$ cat src/rtl/crc16_frame_pkg.sv
package crc16_frame_pkg;

  localparam int BYTE_W = 8;
  localparam int CRC_W  = 16;
  localparam logic [CRC_W-1:0] CRC_PRESET = 16'hFFFF;

  typedef enum logic [2:0] {
    ST_IDLE,
    ST_PAYLOAD,
    ST_TRL_LO,
    ST_TRL_HI,
    ST_DRAIN
  } frame_state_e;

  typedef enum logic [1:0] {
    SEL_PAYLOAD,
    SEL_TRL_LO,
    SEL_TRL_HI
  } out_sel_e;

endpackage

$ cat src/rtl/crc16_byte_step.sv
// One byte of the reflected CCITT check, factored into four XOR levels.
module crc16_byte_step
  import crc16_frame_pkg::*;
(
  input  logic [CRC_W-1:0]  crc_q,
  input  logic [BYTE_W-1:0] data_byte,
  output logic [CRC_W-1:0]  crc_next
);

  logic [BYTE_W-1:0] mix_a;
  logic [BYTE_W-1:0] mix_b;

  always_comb begin
    mix_a    = crc_q[BYTE_W-1:0] ^ data_byte;
    mix_b    = mix_a ^ {mix_a[3:0], 4'b0000};
    crc_next = {8'h00, crc_q[CRC_W-1:BYTE_W]}
             ^ {mix_b, 8'h00}
             ^ {5'b00000, mix_b, 3'b000}
             ^ {12'h000, mix_b[7:4]};
  end

endmodule

$ cat src/rtl/crc16_frame_ctrl.sv
// Frame sequencer: idle / payload count / two trailer slots / drain.
module crc16_frame_ctrl
  import crc16_frame_pkg::*;
#(
  parameter int PAYLOAD_BYTES = 53
) (
  input  logic     clk,
  input  logic     rst,
  input  logic     start_tick,
  input  logic     in_valid,
  input  logic     out_ready,
  input  logic     out_valid,
  output logic     in_ready,
  output logic     crc_init,
  output logic     crc_en,
  output logic     load_en,
  output out_sel_e load_sel
);

  localparam int CNT_W = (PAYLOAD_BYTES > 1) ? $clog2(PAYLOAD_BYTES) : 1;
  localparam logic [CNT_W-1:0] CNT_LAST = CNT_W'(PAYLOAD_BYTES - 1);

  frame_state_e state_q, state_d;
  logic [CNT_W-1:0] cnt_q, cnt_d;
  logic slot_free;
  logic take;

  assign slot_free = !out_valid || out_ready;

  always_comb begin
    state_d  = state_q;
    cnt_d    = cnt_q;
    in_ready = 1'b0;
    crc_init = 1'b0;
    crc_en   = 1'b0;
    load_en  = 1'b0;
    load_sel = SEL_PAYLOAD;
    take     = 1'b0;
    unique case (state_q)
      ST_IDLE: begin
        if (start_tick) begin
          crc_init = 1'b1;
          cnt_d    = '0;
          state_d  = ST_PAYLOAD;
        end
      end
      ST_PAYLOAD: begin
        in_ready = slot_free;
        take     = in_valid && slot_free;
        crc_en   = take;
        load_en  = take;
        if (take) begin
          cnt_d = cnt_q + 1'b1;
          if (cnt_q == CNT_LAST) state_d = ST_TRL_LO;
        end
      end
      ST_TRL_LO: begin
        load_sel = SEL_TRL_LO;
        load_en  = slot_free;
        if (slot_free) state_d = ST_TRL_HI;
      end
      ST_TRL_HI: begin
        load_sel = SEL_TRL_HI;
        load_en  = slot_free;
        if (slot_free) state_d = ST_DRAIN;
      end
      ST_DRAIN: begin
        if (out_valid && out_ready) state_d = ST_IDLE;
      end
      default: state_d = ST_IDLE;
    endcase
  end

  always_ff @(posedge clk) begin
    if (rst) begin
      state_q <= ST_IDLE;
      cnt_q   <= '0;
    end else begin
      state_q <= state_d;
      cnt_q   <= cnt_d;
    end
  end

endmodule

$ cat src/rtl/crc16_out_stage.sv
// Single registered output slot holding a payload or trailer byte.
module crc16_out_stage
  import crc16_frame_pkg::*;
(
  input  logic              clk,
  input  logic              rst,
  input  logic              load_en,
  input  out_sel_e          load_sel,
  input  logic [BYTE_W-1:0] pay_byte,
  input  logic [CRC_W-1:0]  crc_q,
  input  logic              out_ready,
  output logic              out_valid,
  output logic [BYTE_W-1:0] out_data,
  output logic              out_last
);

  logic [CRC_W-1:0]  crc_inv;
  logic [BYTE_W-1:0] next_byte;

  assign crc_inv = ~crc_q;

  always_comb begin
    unique case (load_sel)
      SEL_TRL_LO: next_byte = crc_inv[BYTE_W-1:0];
      SEL_TRL_HI: next_byte = crc_inv[CRC_W-1:BYTE_W];
      default:    next_byte = pay_byte;
    endcase
  end

  always_ff @(posedge clk) begin
    if (rst) begin
      out_valid <= 1'b0;
      out_last  <= 1'b0;
      out_data  <= '0;
    end else if (load_en) begin
      out_valid <= 1'b1;
      out_last  <= (load_sel == SEL_TRL_HI);
      out_data  <= next_byte;
    end else if (out_ready) begin
      out_valid <= 1'b0;
      out_last  <= 1'b0;
    end
  end

endmodule

$ cat src/rtl/crc16_frame_appender.sv
module crc16_frame_appender
  import crc16_frame_pkg::*;
#(
  parameter int PAYLOAD_BYTES = 53
) (
  input  logic       clk,
  input  logic       rst,
  input  logic       start_tick,
  input  logic       in_valid,
  input  logic [7:0] in_data,
  output logic       in_ready,
  output logic       out_valid,
  output logic [7:0] out_data,
  output logic       out_last,
  input  logic       out_ready
);

  logic [CRC_W-1:0] crc_q;
  logic [CRC_W-1:0] crc_next;
  logic crc_init;
  logic crc_en;
  logic load_en;
  out_sel_e load_sel;

  crc16_byte_step u_step (
    .crc_q     (crc_q),
    .data_byte (in_data),
    .crc_next  (crc_next)
  );

  crc16_frame_ctrl #(.PAYLOAD_BYTES(PAYLOAD_BYTES)) u_ctrl (
    .clk        (clk),
    .rst        (rst),
    .start_tick (start_tick),
    .in_valid   (in_valid),
    .out_ready  (out_ready),
    .out_valid  (out_valid),
    .in_ready   (in_ready),
    .crc_init   (crc_init),
    .crc_en     (crc_en),
    .load_en    (load_en),
    .load_sel   (load_sel)
  );

  crc16_out_stage u_out (
    .clk       (clk),
    .rst       (rst),
    .load_en   (load_en),
    .load_sel  (load_sel),
    .pay_byte  (in_data),
    .crc_q     (crc_q),
    .out_ready (out_ready),
    .out_valid (out_valid),
    .out_data  (out_data),
    .out_last  (out_last)
  );

  always_ff @(posedge clk) begin
    if (rst) begin
      crc_q <= CRC_PRESET;
    end else if (crc_init) begin
      crc_q <= CRC_PRESET;
    end else if (crc_en) begin
      crc_q <= crc_next;
    end
  end

endmodule

$ cat config.mk
export PLATFORM = sky130hd
export DESIGN_NAME = crc16_frame_appender
export DESIGN_NICKNAME = d
export VERILOG_FILES = /design/src/rtl/crc16_frame_pkg.sv /design/src/rtl/crc16_byte_step.sv /design/src/rtl/crc16_frame_ctrl.sv /design/src/rtl/crc16_out_stage.sv /design/src/rtl/crc16_frame_appender.sv
export SDC_FILE = /design/constraint.sdc
export NUM_CORES = 1
export LEC_CHECK = 0
export ABC_AREA = 1
export ABC_CLOCK_PERIOD_IN_PS = 2800
export CAP_MARGIN = 20
export CORE_AREA = 4 4 79 81
export DETAILED_ROUTE_END_ITERATION = 6
export DIE_AREA = 0 0 83 85
export HOLD_SLACK_MARGIN = 0.02
export SLEW_MARGIN = 20
export SYNTH_ARGS = -nofsm -noshare
export SYNTH_HDL_FRONTEND = slang
export SYNTH_HIERARCHICAL = 1
export SYNTH_SLANG_ARGS = --single-unit
$ cat constraint.sdc
create_clock -name clk -period 2.8 [get_ports clk]
set_input_delay 0.84 -clock clk [delete_from_list [all_inputs] [get_ports clk]]
set_output_delay 0.84 -clock clk [all_outputs]
set_load 0.01 [all_outputs]
==> results of run 1 <==
## layer usage
layer / up-vias / global-route usage [%]
met3: 5 / 2.62
met4: 0 / 3.57
met5: - / 0
li1: 1212 / -
met2: 43 / 24.9
met1: 994 / 21.2
## cells by family after synthesis
| family | Yosys count |
|---|---|
| AOI/OAI and AO/OA | 36 |
| xor gates and xnor gates | 5 |
| adders and majority gates | 4 |
| buffers and inverters | 74 |
| DFF | 35 |
| and+or+nand+nor | 230 |
## cells in the final DEF, fill, tap and decap left out, drive strengths merged
master / count
nand2: 170
inv: 66
nand3: 37
dfxtp: 35
a21oi: 23
clkdlybuf4s50: 22
nor2: 22
o21ai: 13
clkbuf: 8
xor2: 5
ha: 4
buf: 3
dlygate4sd2: 1
nand4: 1
## cell type report
cell class,instances,area (um^2),area share [%]
Clock buffer,8,100,3.60
Inverter,66,263,9.46
Multi-Input combinational cell,275,1370,49.4
Sequential cell,35,701,25.2
Tap cell,72,90.1,3.24
Timing Repair Buffer,26,251,9.05
## critical path, delay by kind of cell
family,cells,cell delay (ns)
buf+inv,2,0.74
simple gates,2,0.26
## power breakdown
| group | internal [mW] | switching, mW | total, mW |
|---|---|---|---|
| sequential | 0.632 | 0.111 | 0.743 |
| combinational | 0.477 | 0.769 | 1.25 |
| clock | 0.224 | 0.173 | 0.397 |
| total | 1.33 | 1.05 | 2.39 |
## worst max-delay path by stage
stage               end  slack [ns]       from
6_report       in_ready        0.12  out_ready
2_1_floorplan  in_ready        0.90  out_ready
5_1_grt        in_ready        0.08  out_ready
3_3_place_gp   in_ready       -0.13  out_ready
4_1_cts        in_ready        0.11  out_ready
3_5_place_dp   in_ready       -0.13  out_ready
## state kept, by name, summed over array words and instances, names as in the netlist
| name | flops |
|---|---|
| u_ctrl/state_q | 3 |
| u_out/out_data | 8 |
| u_out/out_valid | 1 |
| u_out/out_last | 1 |
| u_ctrl/cnt_q | 6 |
| crc_q | 16 |
## cells in the mapped netlist, types with 3 or more instances
cell	n
nand2_1	152
ha_1	4
o21ai_1	3
a21oi_1	7
a21oi_2	16
o21ai_0	9
buf_6	5
inv_2	6
dfxtp_1	35
nand2_4	3
xor2_1	5
nand3_1	36
nor2_4	3
nand2_2	14
nor2_1	16
inv_1	57
## stage by stage
stage	power, mW	area [um^2]	setup WS, ns
2_1_floorplan	1.73	2420	0.900
3_3_place_gp	2.00	2680	-0.131
3_5_place_dp	2.01	2680	-0.130
4_1_cts	2.41	2780	0.115
5_1_grt	2.61	2780	0.0779
6_report	2.39	2780	0.119
==> flow_metrics.py, run 1 <==
metrics = {
    "grt": {
        "antenna_found_initial": 0,
        "grt_pass1_vias": 2022,
        "grt.total_usage_pct": 15.3,
        "grt_remaining_overflow": 0,
        "grt_pass1_wl_um": 9110,
        "grt_max_degree": 17,
    },
    "worst_setup_path": {
        "cpPeakStageDelay_ns": 0.46,
        "r2r-start": "u_ctrl/state_q[0]",
        "arrival_ns": 1.84,
        "rr_worst_depth": 8,
        "path_class": "in2out",
        "start_kind": "input port",
        "worstPathMaxFanout": 4,
        "setup.worst_path.end_class": "output pin",
        "reg2reg_to": "u_out/out_data[4]",
        "r2r_slack_ns": 1.05,
        "path_cells": "clkdlybuf4s50_1, nor2_4, nor2_1, dlygate4sd2_1",
        "crit_required_ns": 1.96,
        "cp_slowest_cell": "clkdlybuf4s50_1",
    },
    "synthesis": {
        "synth-edff-count": 0,
        "synth_top_area_cell": "dfxtp_1",
        "synth.top_cell.area_share_pct": 28.9,
        "synth_cell_types": 27,
        "synth_top_family_by_area": "simple AND/OR/NAND/NOR gates",
        "ys_ff_latch": 35,
        "synthAdderAreaFrac_pct": 2.07,
        "syn_inst": 384,
        "synth_ff_type": "dfxtp_1",
        "syn-mean-instance-area_um2": 6.31,
        "async_reset_ff_share_pct": 0,
        "synth_fp_nets": 401,
        "ys_seq_area_share_pct": 28.9,
        "synth_compound_area_share_pct": 10.1,
        "synthMuxAreaShare_pct": 0,
        "ys_top_cells_by_area": "dfxtp_1, nand2_1, inv_1",
        "synthSimpleGateAreaFrac_pct": 42.7,
        "ys_warn_count": 6,
        "synth_area_um2": 2420,
        "synth-xor-area-share_pct": 1.81,
    },
    "routing": {
        "totalWireLength_um": 5220,
        "drtPass1Iterations": 5,
        "vias": 2254,
        "routed.top_layer": "met4",
        "detail_route.wl_per_cell_um": 10.8,
        "viasPerCell": 4.68,
        "ant_nets": 0,
        "wl_met2_um": 2240,
        "wl_met1_um": 2720,
        "drt_iter0_markers": 159,
        "remaining_drc_errors": 0,
        "met3_length_um": 219,
    },
    "run_status": {
        "status": "complete, no violations",
    },
    "layout": {
        "drive_gt1_share_pct": 14.9,
        "nFillCells": 576,
        "fin_util_pct": 50.8,
        "syn_to_final_growth_pct": 14.7,
        "diodes": 0,
        "final_nets": 426,
        "instances_no_fill": 482,
    },
    "place": {
        "port_buffers": 23,
        "place_inst": 474,
        "gp_congestion": 0.843,
        "place_hpwl_um": 4000,
    },
    "timing": {
        "hold_slack_ns": 0.494,
        "max_slew_margin_pct": 68.3,
        "hold_viol_final": 0,
        "rsz0062_at_grt": "no",
        "drv_slew": 0,
        "period_share_pct": 95.7,
        "fin_tns_setup_ns": 0,
        "post-route-min-period_ns": 2.68,
        "fmax_mhz": 373,
        "tightest_slew_ns": 0.475,
        "setup_violations": 0,
        "fin_skew_ns": 0.00546,
    },
    "clock_tree": {
        "worst_skew_pair.late_latency_ns": 0.28,
        "clock-root-buffer": "clkbuf_8",
        "post_cts_resized": 1,
        "tritoncts": "yes",
        "htreeDepth": 2,
        "cts_setup_buffers": 0,
        "cts_buffers": 5,
        "cts_buffer_depth": 2,
        "clk_pin_slew_ns": 0.06,
        "cts_hold_buf": 0,
        "clock_sinks": 35,
    },
    "die": {
        "start_util_pct": 44.3,
        "dieArea_um2": 7060,
        "fp-row-count": 27,
        "core_um2": 5470,
        "die_w_um": 83,
        "die_y_um": 85,
        "pin_count": 24,
    },
    "worst_hold_path": {
        "holdPathEnd": "u_out/out_last",
        "min_path_cells": 2,
        "hp-class": "reg2reg",
        "worstHoldStart": "u_out/out_last",
    },
    "pwr": {
        "peakVddDrop_mv": 0.284,
        "p_per_area_nw_per_um2": 859,
        "leakage_nw": 1.58,
    },
    "run": {
        "cap_violations": 0,
    },
}
No activity file was read; power rests on OpenSTA's default activity.
==> run 2, diff against run 1 <==
--- a/config.mk
+++ b/config.mk
@@ -6,7 +6,6 @@
 export NUM_CORES = 1
 export LEC_CHECK = 0
 export ABC_AREA = 1
-export ABC_CLOCK_PERIOD_IN_PS = 2800
 export CAP_MARGIN = 20
 export CORE_AREA = 4 4 79 81
 export DETAILED_ROUTE_END_ITERATION = 6
==> constraint.sdc (replaced) <==
create_clock -name clk -period 2.5 [get_ports clk]
set_input_delay 0.75 -clock clk [delete_from_list [all_inputs] [get_ports clk]]
set_output_delay 0.75 -clock clk [all_outputs]
set_load 0.01 [all_outputs]
==> run 2 against run 1 <==
Sequential power is 12% higher; die area stayed put; sequential share of layout area is 0.068 points higher; global-route usage is 0.27 points higher; critical endpoint unchanged; via count is 2.4% lower.
==> flow_metrics.py, run 2 (same netlist as run 1, synthesis figures left out) <==
metrics = {
    "run_status": {
        "status": "complete, no violations",
    },
    "worst_setup_path": {
        "start_kind": "input port",
        "r2r_slack_ns": 0.72,
        "path_class": "in2out",
        "cpPeakStageDelay_ns": 0.52,
        "worstPathMaxFanout": 4,
        "rr_worst_depth": 8,
        "path_buf_inv": 2,
        "setup.worst_path.end_class": "output pin",
        "crit_family": "buffers and inverters",
        "crit_required_ns": 1.75,
        "reg2reg_to": "u_out/out_data[4]",
        "r2r-start": "u_ctrl/state_q[0]",
        "cp_slowest_cell": "clkdlybuf4s50_1",
        "path_cells": "clkdlybuf4s50_1, nor2_4, nor2_1, clkbuf_2",
        "arrival_ns": 1.59,
    },
    "timing": {
        "setup_violations": 0,
        "hold_viol_final": 0,
        "drv_slew": 0,
        "fin_skew_ns": 0.00854,
        "tightest_slew_ns": 0.494,
        "post-route-min-period_ns": 2.34,
        "fin_tns_setup_ns": 0,
        "max_slew_margin_pct": 67.0,
        "period_share_pct": 93.5,
        "rsz0062_at_grt": "no",
        "fmax_mhz": 428,
    },
    "layout": {
        "largestRegisters": "crc_q x16, u_out/out_data x8, u_ctrl/cnt_q x6",
        "nFillCells": 593,
        "multi_input_area_um2": 1370,
        "final_nets": 426,
        "ff_latch_area_um2": 701,
        "largest_reg_flops": 16,
        "final_common_cell": "nand2_1",
        "fin_util_pct": 50.6,
        "largest-register": "crc_q",
        "drive_gt1_share_pct": 15.4,
        "syn_to_final_growth_pct": 14.4,
        "diodes": 0,
        "fin_area_um2": 2770,
        "mostFrequentLayoutCells": "nand2_1, inv_1, nand3_1, dfxtp_1, clkdlybuf4s50_1",
    },
    "grt": {
        "antenna_found_initial": 0,
        "grt.total_usage_pct": 15.6,
        "grt_remaining_overflow": 0,
        "grt_max_degree": 17,
        "grt_pass1_vias": 1948,
        "grt_pass1_wl_um": 9130,
    },
    "clock_tree": {
        "tritoncts": "yes",
        "htreeDepth": 2,
        "clock-root-buffer": "clkbuf_8",
        "cts_buffers": 5,
        "clock_sinks": 35,
        "cts_buffer_depth": 2,
        "worst_skew_pair.late_latency_ns": 0.29,
        "clk_pin_slew_ns": 0.08,
        "cts_setup_buffers": 0,
    },
    "routing": {
        "met3_length_um": 305,
        "drtPass1Iterations": 5,
        "vias": 2199,
        "viasPerCell": 4.56,
        "routed.top_layer": "met4",
        "wl_met2_um": 2290,
        "remaining_drc_errors": 0,
        "ant_nets": 0,
        "detail_route.wl_per_cell_um": 11.0,
        "totalWireLength_um": 5290,
        "wl_met1_um": 2660,
        "drt_iter0_markers": 94,
    },
    "die": {
        "die_y_um": 85,
        "die_w_um": 83,
        "start_util_pct": 44.3,
        "dieArea_um2": 7060,
        "pin_count": 24,
        "core_um2": 5470,
        "fp-row-count": 27,
    },
    "worst_hold_path": {
        "min_path_cells": 2,
        "holdPathEnd": "u_out/out_last",
        "hp-class": "reg2reg",
        "worstHoldStart": "u_out/out_last",
    },
    "place": {
        "port_buffers": 23,
        "gp_congestion": 0.876,
        "place_hpwl_um": 4030,
        "placed_cell_area_um2": 2690,
    },
    "pwr": {
        "p_per_area_nw_per_um2": 957,
        "leakage_nw": 1.57,
        "peakVddDrop_mv": 0.357,
    },
    "run": {
        "cap_violations": 0,
    },
}
## run 2: cell types whose count changed in the layout (fill, tap and decap cells not counted), sizes merged
cell / change
clkinv: +3
clkbuf: -2
dlygate4sd2: -1
## run 2: worst max path at each step
stage               depth (start not counted)  slack, ns       end       from
floorplan                                   2       0.78  in_ready  out_ready
global placement                            4      -0.25  in_ready  out_ready
detailed placement                          4      -0.25  in_ready  out_ready
CTS                                         4       0.02  in_ready  out_ready
global route                                4       0.11  in_ready  out_ready
finish                                      4       0.16  in_ready  out_ready
## run 2: tightest hold or removal path, cell delays in order, from the launching register on
cell	delay, ns
dfxtp_1	0.33
a21oi_1	0.06
nor2_1	0.07
## run 2: what timing repair did
action,in CTS,in global routing
setup endpoints to repair,1,1
hold buffers,0,0
gates resized for setup,1,2
hold endpoints to repair,0,0
pin swaps,1,0
## run 2: power by group
group,switching [mW],internal (mW)
sequential,0.125,0.708
combinational,0.865,0.544
clock,0.218,0.191
total,1.21,1.44
## run 2: layout make-up
type | count | share of cell area, %
clock inverter | 3 | 0.542
tap | 72 | 3.25
sequential | 35 | 25.3
clock buffer | 5 | 2.48
timing repair buffer | 26 | 9.39
inverter | 66 | 9.49
multi-input combinational | 275 | 49.5
## run 2: layer usage
metal  up-vias  global-route usage [%]
met5         -                       0
met1       938                    21.6
met3         2                    3.50
met4         0                    4.46
li1       1212                       -
met2        47                    24.2
## run 2: per-stage QoR
step	setup slack [ns]	std cells	total power, mW	hold WS, ns
final	0.164	482	2.65	0.497
after detailed placement	-0.246	474	2.27	0.481
after floorplan	0.780	384	1.93	0.464
after CTS	0.0219	482	2.69	0.502
after global placement	-0.250	474	2.25	0.473
after global routing	0.106	482	2.89	0.531
==> run 3, diff against run 2 <==
==> constraint.sdc (replaced) <==
create_clock -name clk -period 2.8 [get_ports clk]
set_input_delay 0.84 -clock clk [delete_from_list [all_inputs] [get_ports clk]]
set_output_delay 0.84 -clock clk [all_outputs]
set_load 0.01 [all_outputs]
==> results of run 3 <==
The final DEF is identical to that of run 1; final timing and power are the same.
